<file path="config.mk">
export PLATFORM = sky130hd
export DESIGN_NAME = mrr_sched
export DESIGN_NICKNAME = d
export VERILOG_FILES = /design/src/rtl/mrr_sched.sv
export SDC_FILE = /design/constraint.sdc
export NUM_CORES = 1
export LEC_CHECK = 0
export ABC_CLOCK_PERIOD_IN_PS = 2000
export BUFFER_PORTS_ARGS = -buffer_cell sky130_fd_sc_hd__buf_2
export CAP_MARGIN = 10
export CORE_ASPECT_RATIO = 0.7
export CORE_MARGIN = 1
export CORE_UTILIZATION = 40
export DETAILED_ROUTE_END_ITERATION = 6
export GPL_ROUTABILITY_DRIVEN = 0
export GPL_TIMING_DRIVEN = 0
export PLACE_DENSITY = 0.63
export RECOVER_POWER = 100
export SLEW_MARGIN = 10
export SYNTH_ARGS = -nofsm -noshare
export SYNTH_HDL_FRONTEND = slang
export SYNTH_SLANG_ARGS = --single-unit
</file>
<file path="constraint.sdc">
create_clock -name clk -period 2 [get_ports clk]
set_input_delay 0.3 -clock clk [delete_from_list [all_inputs] [get_ports clk]]
set_output_delay 0.3 -clock clk [all_outputs]
set_load 0.03 [all_outputs]
</file>
<file path="src/rtl/mrr_sched.sv">
module mrr_sched #(
  parameter int ROWS     = 16,
  parameter int SLOW_DIV = 4,
  parameter int CNT_W    = 16,
  parameter int ROW_W    = (ROWS > 1) ? $clog2(ROWS) : 1
) (
  input  logic             clk,
  input  logic             rst_n,
  input  logic             run,
  input  logic             tick,
  input  logic             prof_we,
  input  logic [ROW_W-1:0] prof_row,
  input  logic             prof_rate,
  input  logic             upg_valid,
  input  logic [ROW_W-1:0] upg_row,
  output logic             ref_valid,
  output logic [ROW_W-1:0] ref_row,
  input  logic             ref_ready,
  output logic [CNT_W-1:0] skip_cnt
);
  localparam int RND_W = (SLOW_DIV > 1) ? $clog2(SLOW_DIV) : 1;
  localparam logic [ROW_W-1:0] LAST_ROW = ROW_W'(ROWS - 1);
  localparam logic [RND_W-1:0] LAST_RND = RND_W'(SLOW_DIV - 1);

  logic [ROWS-1:0]  rate_q;
  logic [ROW_W-1:0] slot_q;
  logic [RND_W-1:0] round_q;
  logic             pend_q, owed_q;

  wire accept = pend_q & ref_ready;
  wire fire   = run & (tick | owed_q) & (~pend_q | accept);
  wire due    = rate_q[slot_q] | (round_q == '0);
  wire wrap   = (slot_q == LAST_ROW);

  assign ref_valid = pend_q;

  always_ff @(posedge clk) begin
    if (!rst_n) begin
      slot_q   <= '0;
      round_q  <= '0;
      pend_q   <= 1'b0;
      owed_q   <= 1'b0;
      ref_row  <= '0;
      skip_cnt <= '0;
    end else begin
      if (fire) begin
        owed_q  <= tick & owed_q;
        pend_q  <= due;
        slot_q  <= wrap ? '0 : slot_q + 1'b1;
        if (wrap) round_q <= (round_q == LAST_RND) ? '0 : round_q + 1'b1;
        if (due) ref_row <= slot_q;
        else if (skip_cnt != '1) skip_cnt <= skip_cnt + 1'b1;
      end else begin
        owed_q <= owed_q | (run & tick);
        pend_q <= pend_q & ~ref_ready;
      end
    end
  end

  always_ff @(posedge clk) begin
    for (int i = 0; i < ROWS; i++) begin
      if (!rst_n) rate_q[i] <= 1'b0;
      else if (upg_valid && upg_row == ROW_W'(i)) rate_q[i] <= 1'b1;
      else if (prof_we && prof_row == ROW_W'(i)) rate_q[i] <= prof_rate;
    end
  end

  p_hold_r8: assert property (@(posedge clk) disable iff (!rst_n)
    ref_valid && !ref_ready |=> ref_valid && $stable(ref_row));
  p_upgrade_sticks_r7: assert property (@(posedge clk) disable iff (!rst_n)
    upg_valid |=> rate_q[$past(upg_row)]);
  p_skip_mono_r6: assert property (@(posedge clk) disable iff (!rst_n)
    1'b1 |=> skip_cnt >= $past(skip_cnt));
  p_row_range_r3: assert property (@(posedge clk) disable iff (!rst_n)
    ref_valid |-> int'(ref_row) < ROWS);
  p_idle_r10: assert property (@(posedge clk) disable iff (!rst_n)
    !run |=> $stable(slot_q));
endmodule

</file>
# --- After elaboration in Yosys (flattened, before gate mapping) ---
# Cells that the tools add are included.
totals:
  word_cells: 164
  reg_bits: 44
  output_inout_bits: 21
  inputBits: 16
classes:
  n_mux: 38
  bitwise: 13
  n_eq_ne: 33
  n_addsub: 3
  n_reduce_logical: 54
  order_cmp: 1
op_table:
  columns: ["cell", "n"]
  rows:
  - ["$eq 4x4->1 const B", 17]
  - ["$mux 1", 35]
  - ["$eq 4x3->1 const B", 8]
  - ["$logic_and 1x1->1", 32]
  - ["$reduce_bool 2->1", 16]
  - ["$add 16x1->16 const B", 1]
  - ["$eq 4x2->1 const B", 4]
  - ["$ne 16x16->1 const B", 1]
  - ["$eq 4x1->1 const B", 2]
  - ["$logic_not 4->1", 2]
  - ["$and 1x1->1", 6]
  - ["$lt 4x5->1 const B", 1]
  - ["$add 4x1->4 const B", 1]
  - ["$bmux 1 s4", 1]
  - ["$mux 4", 1]
  - ["$or 1x1->1", 4]
  - ["$reduce_and 2->1", 2]
  - ["$not 1->1", 3]
  - ["$reduce_and 3->1", 1]
  - ["$add 2x1->2 const B", 1]
  - ["$eq 2x2->1 const B", 1]
  - ["$logic_not 2->1", 1]
  - ["$mux 2", 1]

# --- Logic depth before layout (Yosys ltp) ---
logic_depth:
  word_depth: 5
  mapped_depth: 10
  depth_no_buf: 8

# --- Worst setup path after synthesis ---
# Ideal clock, no wire load.
synth_timing:
  kind: "flip-flop to flip-flop"
  from: "register skip_cnt[0]"
  to: "register skip_cnt[7]"
  stages_incl_launch_ff: 9
  setup_time_ps: 71
  arrival_ps: 2050
  t_required_ps: 1929
  synth_period_minus_slack_ps: 2121
  path_slack_ps: -121
  n_path_buf: 1
  path_cell_list: "dfxtp_1 -> ha_1 -> nand4_1 -> nor2_1 -> a2111oi_4 -> nand2_2 -> buf_6 -> or4_1 -> a21oi_1"
synth_via:
  elab_chain_len: 2
  word_cells_on_any_way: 3
  classes_between: "add/sub (1); eq/ne (1); reduce/logical (1)"
synth_rtl:
  columns: ["element", "line_no", "rtl"]
  rows:
  - ["start: declaration", "19", "output logic [CNT_W-1:0] skip_cnt"]
  - ["start signal: assignment", "52", "else if (skip_cnt != '1) skip_cnt <= skip_cnt + 1'b1;"]
  - ["branches (longest 2 deep; another with $add 16x1->16)", null, null]
# Several ways; the timed one is not identified.
# A chain may end at the register's enable or synchronous reset.

# --- Worst setup path after layout ---
layout_timing:
  from: "register slot_q[0]"
  to: "register skip_cnt[9]"
layout_via:
  elab_chain_len: 5
layout_rtl:
  columns: ["element", "line_no", "rtl"]
  rows:
  - ["start: declaration", "26", "logic [ROW_W-1:0] slot_q;"]
  - ["start signal: assignment", "49", "slot_q <= wrap ? '0 : slot_q + 1'b1;"]
  - ["$bmux 1 s4", "32", "wire due = rate_q[slot_q] | (round_q == '0);"]
  - ["$mux 1 (implied by the code)", "32", null]
  - ["$or 1x1->1", "32", null]
  - ["$not 1->1 (no line)", null, null]
  - ["$reduce_and 3->1 (no line)", null, null]
# Every way passes these cells. The select of a mux whose other input is x is not followed.

==> reports/metrics.yaml <==
crit_required_ns: 2.22
clk_pin_slew_ns: 0.08
fillerInstances: 534
worstPathMaxFanout: 5
ys_types: 40
grt_pass1_wl_um: 9740
final_cell_mix: "dfxtp_1 (36), nand2_1 (35), clkbuf_1 (32)"
drt_iter0_markers: 158
violations: "setup timing"
cts_buffers: 5
routedWlPerCell_um: 14.9
finalHoldViolations: 0
io_pins: 37
status: "complete, but fails checks"
max_cap_viol_count: 0
worst_slew_margin_rel_pct: 58.2
grt_max_degree: 13
synth-seq-area-share_pct: 37.4
antenna_found_initial: 0
grt-ovfl-total: 0
critPathArrivalTime_ns: 2.40
ctsHoldBuffers: 0
areaGrowthSynthToFinish_pct: 24.6
fin_crit_ns: 2.17
powerDensity_nw_per_um2: 572
setup_violations: 12
syn_area_um2: 2350
rsz0062_at_grt: "true"
min_path_type: "primary input to flop"
pre_cts_slack_ns: -0.374
leakagePower_nw: 0.950
mostFrequentLayoutCell: "dfxtp_1"
cts_tree: "done"
peakVddDrop_uv: 230
fp.dieH_um: 66.2
fp.coreArea_um2: 5450
die_x_um: 93.7
power_mw: 1.68
final_max_slew_viol_count: 0
synth_warnings: 0
clock_latency_ns: 0.30
tns_ns: -1.45
endpoint_kind: "flop"
antenna_cells: 0
worst_slack_ns: -0.173
fp-row-count: 22
drc: 0
fmax_mhz: 460
critPathLaunchType: "flop"
port_buffers: 34
hpwlAfterDp_um: 4300
synthCells: 285
dr.pass1.iters: 4
initial_core_util_pct: 43.2
ys_ff_latch: 44
htree_levels: 2
vias: 2217
fin_skew_ns: 0.00615
grtUsageTotal_pct: 20.5
synth_nets: 305
layout.nets: 354
cts_root_buffer: "clkbuf_8"
drive_above_1_share_pct: 21.2
wl_um: 6080
grt_pass1_vias: 1946
path_class: "flop to flop"
via_per_inst: 5.45
max_slew.worst_pin.slew_ns: 0.627
cts_buffer_depth: 2
fin_crit_sh_pct: 109
syn_avg_cell_area_um2: 8.26
die-area_um2: 6200
postRouteAntennaNets: 0
cts.sinks: 44
==> where the power goes <==
part | switching, mW | internal [mW] | total (mW)
registers | 0.0106 | 0.891 | 0.901
clock network | 0.299 | 0.282 | 0.581
logic | 0.118 | 0.0774 | 0.196
==> kinds of logic (layout without fill, tap and decap cells) <==
group | Yosys count | after routing | synth area share (%)
buffers and inverters | 20 | 70 | 3.98
DFF | 44 | 44 | 37.4
adders and majority gates | 4 | 4 | 2.13
xor gates and xnor gates | 4 | 4 | 1.49
muxes | 26 | 26 | 12.1
AOI/OAI and AO/OA | 58 | 58 | 15.5
and+or+nand+nor | 129 | 129 | 27.4
==> final timing paths <==
kind                 end       start  slack (ns)  depth (start not counted)
max          skip_cnt[9]   slot_q[0]       -0.17                          9
min               owed_q        tick        0.28                          3
max reg2reg  skip_cnt[9]   slot_q[0]       -0.17                          9
min reg2reg   ref_row[2]  ref_row[2]        0.46                          2
==> area by class of cell <==
type / instances / area, um^2 / area share (%)
multi-input cells: 221 / 1530 / 52.2
flip-flops and latches: 44 / 893 / 30.4
repair buffers: 43 / 225 / 7.68
clock buffers: 8 / 90.1 / 3.07
well taps: 72 / 90.1 / 3.07
plain buffers: 12 / 76.3 / 2.60
inverters: 7 / 26.3 / 0.896
==> per-layer routing <==
layer  part of all wire (%)  global-route usage (%)  up-vias
li1                       -                       -     1120
met1                     52                    31.3     1034
met2                     41                    28.8       58
met3                    6.1                    4.14        5
met4                   0.61                    5.19        0
met5                      0                       0        -
==> critical path: stages (launching register included) <==
cell and delay [ns]:
dfxtp_4 0.36, buf_8 0.12, mux2i_4 0.27, o31ai_4 0.09
a2111oi_4 0.36, nand2_2 0.12, buf_4 0.15, buf_6 0.12
or3_4 0.36, a21oi_2 0.13
==> synth_stat cells <==
master | n | area [um^2]
a2111oi_4 | 1 | 27.5
a21oi_1 | 32 | 160
and2_1 | 1 | 6.26
and3_1 | 5 | 31.3
and3b_1 | 1 | 8.76
buf_2 | 3 | 15.0
buf_6 | 2 | 22.5
clkbuf_1 | 8 | 30.0
clkinv_1 | 1 | 3.75
dfxtp_1 | 44 | 881
ha_1 | 4 | 50.1
inv_1 | 6 | 22.5
mux2i_1 | 24 | 240
mux2i_4 | 1 | 22.5
mux4_2 | 1 | 22.5
nand2_1 | 35 | 131
nand2_2 | 1 | 6.26
nand2b_1 | 5 | 31.3
nand3_1 | 20 | 100
nand3b_1 | 4 | 30.0
nand4_1 | 4 | 25.0
nor2_1 | 25 | 93.8
nor2b_1 | 3 | 18.8
nor3_1 | 7 | 35.0
nor3b_1 | 2 | 15.0
nor4_1 | 1 | 6.26
nor4b_1 | 1 | 8.76
o211a_1 | 1 | 10.0
o211ai_2 | 2 | 25.0
o21a_1 | 2 | 15.0
o21ai_0 | 6 | 30.0
o21ai_1 | 5 | 25.0
o31a_1 | 2 | 17.5
o31ai_1 | 6 | 45.0
o32ai_1 | 1 | 8.76
or3_1 | 7 | 43.8
or3b_1 | 1 | 8.76
or4_1 | 6 | 45.0
xnor2_1 | 2 | 17.5
xor2_1 | 2 | 17.5
==> per-stage QoR <==
| stage | std cells | area, um^2 | hold slack [ns] | util [%] |
|---|---|---|---|---|
| 4_1_cts | 404 | 2830 | 0.280 | 52.0 |
| 6_report | 407 | 2930 | 0.283 | 53.8 |
| 2_1_floorplan | 285 | 2370 | 0.448 | - |
| 5_1_grt | 407 | 2930 | 0.300 | 53.8 |
| 3_3_place_gp | 391 | 2630 | 0.445 | 48.2 |
| 3_5_place_dp | 391 | 2630 | 0.451 | 48.2 |
==> timing repair <==
action | 4_1_cts | 5_1_grt
buffers inserted | 5 | 3
resized for setup | 15 | 25
cloned | 1 | 0
pin swaps | 12 | 8
setup endpoints to repair | 20 | 20
endpoints found under the hold margin | 0 | 0
==> flip-flops by register name, summed over array words and instances (netlist names) <==
register and count:
rate_q 16, skip_cnt 16, ref_row 4, slot_q 4, round_q 2, owed_q 1, ref_valid 1
Note: power is estimated with default switching activity, not from simulation.
